`src/rtl/msi_dir_pkg.sv`:
```
// Shared state encoding and compatibility rules for the MSI directory controller.
// Assumes the two-bit state code is carried unchanged on every port.
package msi_dir_pkg;

    typedef enum logic [1:0] {
        MSI_I = 2'd0,
        MSI_S = 2'd1,
        MSI_M = 2'd2
    } msi_t;

    // True when a peer holding 'other' blocks a grant of 'want'.
    function automatic logic msi_conflicts(input logic [1:0] other, input logic [1:0] want);
        if (want == MSI_M) return other != MSI_I;
        return other == MSI_M;
    endfunction

    // State a conflicting peer must drop to before 'want' can be granted.
    function automatic logic [1:0] msi_dn_target(input logic [1:0] want);
        return (want == MSI_M) ? MSI_I : MSI_S;
    endfunction

endpackage

```
`src/rtl/msi_shadow_dir.sv`:
```
// Shadow tag/state arrays, one set per child, mirroring each child's L1 rows.
// Looks up all children at one line address in parallel. Takes one grant write
// and one downgrade write per cycle. Assumes they never target the same child.
module msi_shadow_dir
    import msi_dir_pkg::*;
#(
    parameter int N_CHILD = 2,
    parameter int ADDR_W  = 26,
    parameter int IDX_W   = 4,
    localparam int CID_W  = (N_CHILD > 1) ? $clog2(N_CHILD) : 1,
    localparam int TAG_W  = ADDR_W - IDX_W,
    localparam int ROWS   = 1 << IDX_W
) (
    input  logic                      clk,
    input  logic                      rst_n,
    input  logic [ADDR_W-1:0]         lk_addr,
    output logic [N_CHILD-1:0][1:0]   lk_state,
    input  logic                      dn_we,
    input  logic [CID_W-1:0]          dn_child,
    input  logic [ADDR_W-1:0]         dn_addr,
    input  logic [1:0]                dn_state,
    input  logic                      gr_we,
    input  logic [CID_W-1:0]          gr_child,
    input  logic [ADDR_W-1:0]         gr_addr,
    input  logic [1:0]                gr_state
);

    logic [IDX_W-1:0] lk_idx, dn_idx, gr_idx;
    logic [TAG_W-1:0] lk_tag, dn_tag, gr_tag;

    // Split the three addresses into row index and tag.
    always_comb begin
        lk_idx = lk_addr[IDX_W-1:0];
        lk_tag = lk_addr[ADDR_W-1:IDX_W];
        dn_idx = dn_addr[IDX_W-1:0];
        dn_tag = dn_addr[ADDR_W-1:IDX_W];
        gr_idx = gr_addr[IDX_W-1:0];
        gr_tag = gr_addr[ADDR_W-1:IDX_W];
    end

    for (genvar c = 0; c < N_CHILD; c++) begin : g_child
        logic [TAG_W-1:0] tag_q [ROWS];
        logic [1:0]       st_q  [ROWS];
        logic             gr_hit, dn_hit;

        // Decide which write port targets this child.
        always_comb begin
            gr_hit = gr_we && (gr_child == CID_W'(c));
            dn_hit = dn_we && (dn_child == CID_W'(c)) && (tag_q[dn_idx] == dn_tag);
        end

        // Row storage: reset to I, a grant overwrites the row, a downgrade updates the state.
        always_ff @(posedge clk) begin
            if (!rst_n) begin
                for (int r = 0; r < ROWS; r++) begin
                    tag_q[r] <= '0;
                    st_q[r]  <= MSI_I;
                end
            end else if (gr_hit) begin
                tag_q[gr_idx] <= gr_tag;
                st_q[gr_idx]  <= gr_state;
            end else if (dn_hit) begin
                st_q[dn_idx] <= dn_state;
            end
        end

        // Lookup: a tag mismatch reads as I.
        always_comb begin
            lk_state[c] = (tag_q[lk_idx] == lk_tag) ? st_q[lk_idx] : MSI_I;
        end
    end


    one_writer_chk: assert property (@(posedge clk) disable iff (!rst_n)
        !(gr_we && dn_we && (gr_child == dn_child)));

endmodule

```
`src/rtl/msi_dgrade_sched.sv`:
```
// Issues downgrade requests to conflicting peers, one per cycle with the lowest
// index first, and tracks a wait flag per child until its response arrives.
// Assumes cur_state reflects the shadow directory for the line being served.
module msi_dgrade_sched
    import msi_dir_pkg::*;
#(
    parameter int N_CHILD = 2,
    localparam int CID_W  = (N_CHILD > 1) ? $clog2(N_CHILD) : 1
) (
    input  logic                      clk,
    input  logic                      rst_n,
    input  logic                      active,
    input  logic [CID_W-1:0]          req_child,
    input  logic [1:0]                want,
    input  logic [N_CHILD-1:0][1:0]   cur_state,
    output logic                      dnq_valid,
    input  logic                      dnq_ready,
    output logic [CID_W-1:0]          dnq_child,
    output logic [1:0]                dnq_to,
    input  logic                      dnr_fire,
    input  logic [CID_W-1:0]          dnr_child,
    output logic                      done,
    output logic                      wait_any
);

    logic [N_CHILD-1:0] need, wait_q;
    logic               found;

    // Peers that conflict and have not yet been asked.
    always_comb begin
        for (int j = 0; j < N_CHILD; j++) begin
            need[j] = active && (CID_W'(j) != req_child)
                      && msi_conflicts(cur_state[j], want) && !wait_q[j];
        end
    end

    // Pick the lowest-numbered peer still needing a request.
    always_comb begin
        dnq_child = '0;
        found     = 1'b0;
        for (int j = 0; j < N_CHILD; j++) begin
            if (need[j] && !found) begin
                dnq_child = CID_W'(j);
                found     = 1'b1;
            end
        end
    end

    // Request and completion outputs.
    always_comb begin
        dnq_valid = |need;
        dnq_to    = msi_dn_target(want);
        wait_any  = |wait_q;
        done      = active && !(|need) && !(|wait_q);
    end

    // Wait flags: set when a request is taken, cleared by that child's response.
    always_ff @(posedge clk) begin
        if (!rst_n) begin
            wait_q <= '0;
        end else begin
            for (int j = 0; j < N_CHILD; j++) begin
                if (dnq_valid && dnq_ready && dnq_child == CID_W'(j))
                    wait_q[j] <= 1'b1;
                else if (dnr_fire && dnr_child == CID_W'(j))
                    wait_q[j] <= 1'b0;
            end
        end
    end


    dn_not_self_chk: assert property (@(posedge clk) disable iff (!rst_n)
        dnq_valid |-> (dnq_child != req_child));


    dn_rsp_expected_chk: assert property (@(posedge clk) disable iff (!rst_n)
        dnr_fire |-> wait_q[dnr_child]);

endmodule

```
`src/rtl/msi_wb_path.sv`:
```
// Single write-back buffer for dirty downgrade data plus the memory request mux.
// A pending write-back always goes first. While it is pending, further downgrade
// responses are held off. Assumes one memory request per cycle at most.
module msi_wb_path #(
    parameter int ADDR_W = 26,
    parameter int LINE_W = 64
) (
    input  logic              clk,
    input  logic              rst_n,
    input  logic              dnr_valid,
    output logic              dnr_ready,
    input  logic              dnr_has_data,
    input  logic [ADDR_W-1:0] dnr_addr,
    input  logic [LINE_W-1:0] dnr_data,
    input  logic              rd_req,
    input  logic [ADDR_W-1:0] rd_addr,
    output logic              rd_fire,
    output logic              wb_busy,
    output logic              mem_req_valid,
    input  logic              mem_req_ready,
    output logic              mem_req_write,
    output logic [ADDR_W-1:0] mem_req_addr,
    output logic [LINE_W-1:0] mem_req_data
);

    logic              wb_full;
    logic [ADDR_W-1:0] wb_addr;
    logic [LINE_W-1:0] wb_data;

    // Memory request selection: the write-back wins over a read.
    always_comb begin
        dnr_ready     = !wb_full;
        wb_busy       = wb_full;
        mem_req_valid = wb_full || rd_req;
        mem_req_write = wb_full;
        mem_req_addr  = wb_full ? wb_addr : rd_addr;
        mem_req_data  = wb_data;
        rd_fire       = rd_req && !wb_full && mem_req_ready;
    end

    // Buffer fill on dirty response, drain on accepted write.
    always_ff @(posedge clk) begin
        if (!rst_n) begin
            wb_full <= 1'b0;
            wb_addr <= '0;
            wb_data <= '0;
        end else if (wb_full) begin
            if (mem_req_ready) wb_full <= 1'b0;
        end else if (dnr_valid && dnr_has_data) begin
            wb_full <= 1'b1;
            wb_addr <= dnr_addr;
            wb_data <= dnr_data;
        end
    end


    rd_after_wb_chk: assert property (@(posedge clk) disable iff (!rst_n)
        rd_req |-> !wb_full);

endmodule

```
`src/rtl/msi_dir_ctrl.sv`:
```
// MSI directory controller top. It serves one upgrade request at a time:
// downgrade the conflicting peers, write back dirty data, read the line when the
// requester holds nothing, then grant. Assumes children never downgrade voluntarily.
module msi_dir_ctrl
    import msi_dir_pkg::*;
#(
    parameter int N_CHILD = 2,
    parameter int ADDR_W  = 26,
    parameter int IDX_W   = 4,
    parameter int LINE_W  = 64,
    localparam int CID_W  = (N_CHILD > 1) ? $clog2(N_CHILD) : 1
) (
    input  logic              clk,
    input  logic              rst_n,
    input  logic              upq_valid,
    output logic              upq_ready,
    input  logic [CID_W-1:0]  upq_child,
    input  logic [ADDR_W-1:0] upq_addr,
    input  logic [1:0]        upq_want,
    output logic              dnq_valid,
    input  logic              dnq_ready,
    output logic [CID_W-1:0]  dnq_child,
    output logic [ADDR_W-1:0] dnq_addr,
    output logic [1:0]        dnq_to,
    input  logic              dnr_valid,
    output logic              dnr_ready,
    input  logic [CID_W-1:0]  dnr_child,
    input  logic [ADDR_W-1:0] dnr_addr,
    input  logic [1:0]        dnr_to,
    input  logic              dnr_has_data,
    input  logic [LINE_W-1:0] dnr_data,
    output logic              ups_valid,
    input  logic              ups_ready,
    output logic [CID_W-1:0]  ups_child,
    output logic [ADDR_W-1:0] ups_addr,
    output logic [1:0]        ups_to,
    output logic              ups_data_valid,
    output logic [LINE_W-1:0] ups_data,
    output logic              mem_req_valid,
    input  logic              mem_req_ready,
    output logic              mem_req_write,
    output logic [ADDR_W-1:0] mem_req_addr,
    output logic [LINE_W-1:0] mem_req_data,
    input  logic              mem_rsp_valid,
    output logic              mem_rsp_ready,
    input  logic [LINE_W-1:0] mem_rsp_data
);

    typedef enum logic [2:0] {
        PH_IDLE, PH_DGRADE, PH_MEMRD, PH_MEMWAIT, PH_GRANT
    } phase_t;

    phase_t                   phase_q;
    logic [CID_W-1:0]         req_child_q;
    logic [ADDR_W-1:0]        req_addr_q;
    logic [1:0]               req_want_q;
    logic [LINE_W-1:0]        line_q;
    logic                     dv_q;
    logic [N_CHILD-1:0][1:0]  lk_state;
    logic                     sched_done, wait_any, dnr_fire, rd_fire, wb_busy;
    logic                     rd_req, gr_we, up_fire;

    // Handshake and phase decode.
    always_comb begin
        upq_ready      = (phase_q == PH_IDLE);
        up_fire        = upq_valid && upq_ready;
        dnr_fire       = dnr_valid && dnr_ready;
        rd_req         = (phase_q == PH_MEMRD);
        mem_rsp_ready  = (phase_q == PH_MEMWAIT);
        ups_valid      = (phase_q == PH_GRANT);
        gr_we          = ups_valid && ups_ready;
        ups_child      = req_child_q;
        ups_addr       = req_addr_q;
        ups_to         = req_want_q;
        ups_data_valid = dv_q;
        ups_data       = line_q;
        dnq_addr       = req_addr_q;
    end

    msi_shadow_dir #(.N_CHILD(N_CHILD), .ADDR_W(ADDR_W), .IDX_W(IDX_W)) u_dir (
        .clk      (clk),
        .rst_n    (rst_n),
        .lk_addr  (req_addr_q),
        .lk_state (lk_state),
        .dn_we    (dnr_fire),
        .dn_child (dnr_child),
        .dn_addr  (dnr_addr),
        .dn_state (dnr_to),
        .gr_we    (gr_we),
        .gr_child (req_child_q),
        .gr_addr  (req_addr_q),
        .gr_state (req_want_q)
    );

    msi_dgrade_sched #(.N_CHILD(N_CHILD)) u_sched (
        .clk       (clk),
        .rst_n     (rst_n),
        .active    (phase_q == PH_DGRADE),
        .req_child (req_child_q),
        .want      (req_want_q),
        .cur_state (lk_state),
        .dnq_valid (dnq_valid),
        .dnq_ready (dnq_ready),
        .dnq_child (dnq_child),
        .dnq_to    (dnq_to),
        .dnr_fire  (dnr_fire),
        .dnr_child (dnr_child),
        .done      (sched_done),
        .wait_any  (wait_any)
    );

    msi_wb_path #(.ADDR_W(ADDR_W), .LINE_W(LINE_W)) u_wb (
        .clk           (clk),
        .rst_n         (rst_n),
        .dnr_valid     (dnr_valid),
        .dnr_ready     (dnr_ready),
        .dnr_has_data  (dnr_has_data),
        .dnr_addr      (dnr_addr),
        .dnr_data      (dnr_data),
        .rd_req        (rd_req),
        .rd_addr       (req_addr_q),
        .rd_fire       (rd_fire),
        .wb_busy       (wb_busy),
        .mem_req_valid (mem_req_valid),
        .mem_req_ready (mem_req_ready),
        .mem_req_write (mem_req_write),
        .mem_req_addr  (mem_req_addr),
        .mem_req_data  (mem_req_data)
    );

    // Transaction sequencer: accept, downgrade, fetch, grant.
    always_ff @(posedge clk) begin
        if (!rst_n) begin
            phase_q     <= PH_IDLE;
            req_child_q <= '0;
            req_addr_q  <= '0;
            req_want_q  <= MSI_I;
            line_q      <= '0;
            dv_q        <= 1'b0;
        end else begin
            unique case (phase_q)
                PH_IDLE: if (up_fire) begin
                    req_child_q <= upq_child;
                    req_addr_q  <= upq_addr;
                    req_want_q  <= upq_want;
                    phase_q     <= PH_DGRADE;
                end
                PH_DGRADE: if (sched_done && !wb_busy) begin
                    if (lk_state[req_child_q] == MSI_I) begin
                        phase_q <= PH_MEMRD;
                    end else begin
                        dv_q    <= 1'b0;
                        phase_q <= PH_GRANT;
                    end
                end
                PH_MEMRD: if (rd_fire) phase_q <= PH_MEMWAIT;
                PH_MEMWAIT: if (mem_rsp_valid) begin
                    line_q  <= mem_rsp_data;
                    dv_q    <= 1'b1;
                    phase_q <= PH_GRANT;
                end
                PH_GRANT: if (ups_ready) phase_q <= PH_IDLE;
                default: phase_q <= PH_IDLE;
            endcase
        end
    end


    up_rsp_no_wait_chk: assert property (@(posedge clk) disable iff (!rst_n)
        ups_valid |-> !wait_any);


    busy_stall_chk: assert property (@(posedge clk) disable iff (!rst_n)
        (upq_valid && upq_ready) |=> !upq_ready);


    rsp_hold_chk: assert property (@(posedge clk) disable iff (!rst_n)
        (ups_valid && !ups_ready) |=> (ups_valid && $stable(ups_addr) && $stable(ups_data)));


    data_only_from_mem_chk: assert property (@(posedge clk) disable iff (!rst_n)
        $rose(ups_valid) && ups_data_valid |-> $past(mem_rsp_valid && mem_rsp_ready));

endmodule

```
`config.mk`:
```
export PLATFORM = sky130hd
export DESIGN_NAME = msi_dir_ctrl
export DESIGN_NICKNAME = d
export VERILOG_FILES = /design/src/rtl/msi_dir_pkg.sv /design/src/rtl/msi_shadow_dir.sv /design/src/rtl/msi_dgrade_sched.sv /design/src/rtl/msi_wb_path.sv /design/src/rtl/msi_dir_ctrl.sv
export SDC_FILE = /design/constraint.sdc
export NUM_CORES = 2
export LEC_CHECK = 0
export CORE_UTILIZATION = 41
export CTS_BUF_LIST = sky130_fd_sc_hd__clkbuf_8
export DETAILED_ROUTE_END_ITERATION = 8
export PLACE_DENSITY = 0.62
export SLEW_MARGIN = 30
export SYNTH_ARGS = -nofsm -noshare
export SYNTH_HDL_FRONTEND = slang
export SYNTH_HIERARCHICAL = 1
export SYNTH_SLANG_ARGS = --single-unit
export TNS_END_PERCENT = 1
```
`constraint.sdc`:
```
create_clock -name clk -period 4 [get_ports clk]
set_input_delay 0.8 -clock clk [delete_from_list [all_inputs] [get_ports clk]]
set_output_delay 0.8 -clock clk [all_outputs]
set_load 0.005 [all_outputs]
```
==> flow_summary.json <==
{
  "first_pass_iters": 6,
  "wl_um": 178600,
  "vias": 36580,
  "whs_path_depth": 3,
  "clock-sinks": 958,
  "maxSlewHeadroom_pct": 31.91,
  "power.total_w": 0.02323,
  "die-area_sq_um": 123700,
  "grt_pass1_wl_um": 252000,
  "setup_viol": 7,
  "maxCapViolCount": 0,
  "die_h_um": 351.7,
  "critPathLaunchType": "flop",
  "period_minus_slack_ns": 5.568,
  "min_to": "u_wb/wb_addr[0]$_SDFFE_PN0P_",
  "critPathMaxFanout": 6,
  "r2r-end": "phase_q[2]$_SDFFE_PN0P_",
  "final_cells": 6045,
  "outcome": "finished, violations left",
  "antenna_found_initial": 8,
  "start_util_pct": 41.58,
  "placed_area_sq_um": 58900,
  "avgViaCountPerCell": 6.051,
  "fillers": 10150,
  "drc": 0,
  "design_area_sq_um": 62240,
  "min-delay-start": "dnr_addr[0]",
  "dp_hpwl_um": 113700,
  "reg2reg_slack_ns": -0.71,
  "wl_per_cell_um": 29.55,
  "hold_slack_ns": 0.3460,
  "num_io_pins": 415,
  "synthCells": 3735,
  "slew_violations": 0,
  "end_kind": "primary output",
  "hold_viol": 0,
  "fin_util_pct": 51.61,
  "critPathKind": "reg2out",
  "grt_max_degree": 202,
  "syn_area_per_cell_sq_um": 13.43,
  "syn_area_sq_um": 50140,
  "drive_above_1_share_pct": 26.54,
  "cts_buffers": 164,
  "place.gp.congestion": 0.9085,
  "die_w_um": 351.7,
  "r2r_start": "dnq_addr[0]$_SDFFE_PN0P_",
  "skew_ns": 0.05461,
  "leakage_nw": 24.13,
  "min_path_type": "in2reg",
  "clkTransAtPathRegs_ns": 0.06,
  "ir_worst_vdd_v": 0.0002645,
  "ys.warnings.count": 6,
  "htreeDepth": 4,
  "place.port_buffers": 413,
  "critical_path_arrival_ns": 4.77,
  "clock_path_buffers": 3,
  "clock_latency_ns": 0.89,
  "track_usage_pct": 28.28,
  "fmax_ghz": 0.1796,
  "cp.required_ns": 3.20,
  "place_inst": 5729,
  "violations": "setup timing",
  "multi_input_area_sq_um": 21830,
  "timing.final.ws_setup_ns": -1.568,
  "rsz0062_at_grt": "true",
  "rr_worst_depth": 19,
  "root_buffer": "clkbuf_8",
  "core_sq_um": 120600,
  "synth_nets": 3930,
  "register_area_sq_um": 26880,
  "syn2layout_area_growth_pct": 24.13,
  "cts_tree": "built",
  "holdBufCountCts": 0,
  "grt_pass1_vias": 35500,
  "num_rows": 127,
  "grt-ovfl-total": 0,
  "drtAntennaViolNets": 0,
  "power.density_nw_per_um2": 373.2,
  "fin_crit_sh_pct": 139.2,
  "detail_route.iter0.violations": 4707,
  "worst_pin_slew_ns": 1.021,
  "nets": 4490
}
-- power breakdown --
group | internal, W | switching, W
Combinational | 0.00173 | 0.00194
Clock | 0.00402 | 0.00424
Sequential | 0.0111 | 0.000229
Total | 0.0168 | 0.00641
-- cell type report --
type,count,share of cell area [%]
inverter,9,0.05427
antenna,5,0.02010
timing repair buffer,834,13.68
multi-input combinational,2328,35.08
clock inverter,130,1.007
sequential,958,43.19
clock buffer,169,3.737
tap,1612,3.240
-- cells in the final DEF (no fill, tap or decap), drive strengths merged, types with 51 or more instances in the layout --
cell	count
nand2	465
a21boi	94
buf	426
clkinv	51
and2	97
mux4	423
xnor2	65
clkbuf	169
clkdlybuf4s50	407
mux2i	140
dfxtp	190
and3	624
a21oi	93
edfxtp	768
inv	81
-- through the flow --
step | setup slack (ns) | TNS, ns
floorplan | -0.01796 | -0.1236
global placement | -1.336 | -34.84
detailed placement | -1.271 | -34.83
CTS | -1.601 | -5.490
global route | -1.710 | -6.626
finish | -1.568 | -5.715
-- layer usage --
metal / routed length [um] / GRT usage (%) / part of all wire, % / vias to the layer above
met3: 18620 / 6.224 / 10 / 405
met5: 0 / 0 / 0 / -
li1: - / - / - / 15410
met2: 85510 / 46.26 / 48 / 2170
met1: 67230 / 36.28 / 38 / 18600
met4: 7261 / 11.88 / 4.1 / 0
-- worst max-delay path, stage by stage, from the launching register on --
cell and delay, ns:
dfxtp_4 0.37, buf_12 0.15, buf_12 0.14, buf_12 0.12
mux4_2 0.48, mux4_2 0.52, xnor2_2 0.18, buf_4 0.13
nand4_1 0.10, nor4_2 0.32, nand4_1 0.41, buf_6 0.29
nor2b_4 0.13, buf_6 0.11, nand2b_4 0.05, a2bb2oi_2 0.13
o21ai_1 0.07, buf_2 0.14
-- state kept, by name, summed over array words and instances (netlist names) --
register,count
u_dir/g_child.tag_q,704
u_dir/g_child.st_q,64
u_wb/mem_req_data,64
ups_data,64
dnq_addr,26
u_wb/wb_addr,26
phase_q,3
u_sched/wait_q,2
ups_to,2
u_wb/mem_req_write,1
ups_child,1
ups_data_valid,1
-- what timing repair did --
item / in CTS / in global routing
setup endpoints to repair: 10 / 8
hold endpoints to repair: 0 / 0
cloned: 2 / 0
pin swaps: 9 / 7
gates resized for setup: 32 / 10
setup buffers: 8 / 2
-- how the worst max path moves through the flow --
stage                                                       to  slack, ns                      from
global route                                         dnq_valid      -1.71  dnq_addr[0]$_SDFFE_PN0P_
global placement                                     dnq_valid      -1.34  dnq_addr[0]$_SDFFE_PN0P_
floorplan           u_dir/g_child[0].st_q[15][0]$_SDFFCE_PN0P_      -0.02   phase_q[0]$_SDFFE_PN0P_
detailed placement                                   dnq_valid      -1.27  dnq_addr[0]$_SDFFE_PN0P_
finish                                               dnq_valid      -1.57  dnq_addr[0]$_SDFFE_PN0P_
CTS                                                  dnq_valid      -1.60  dnq_addr[0]$_SDFFE_PN0P_
(Power assumes the default switching activity.)
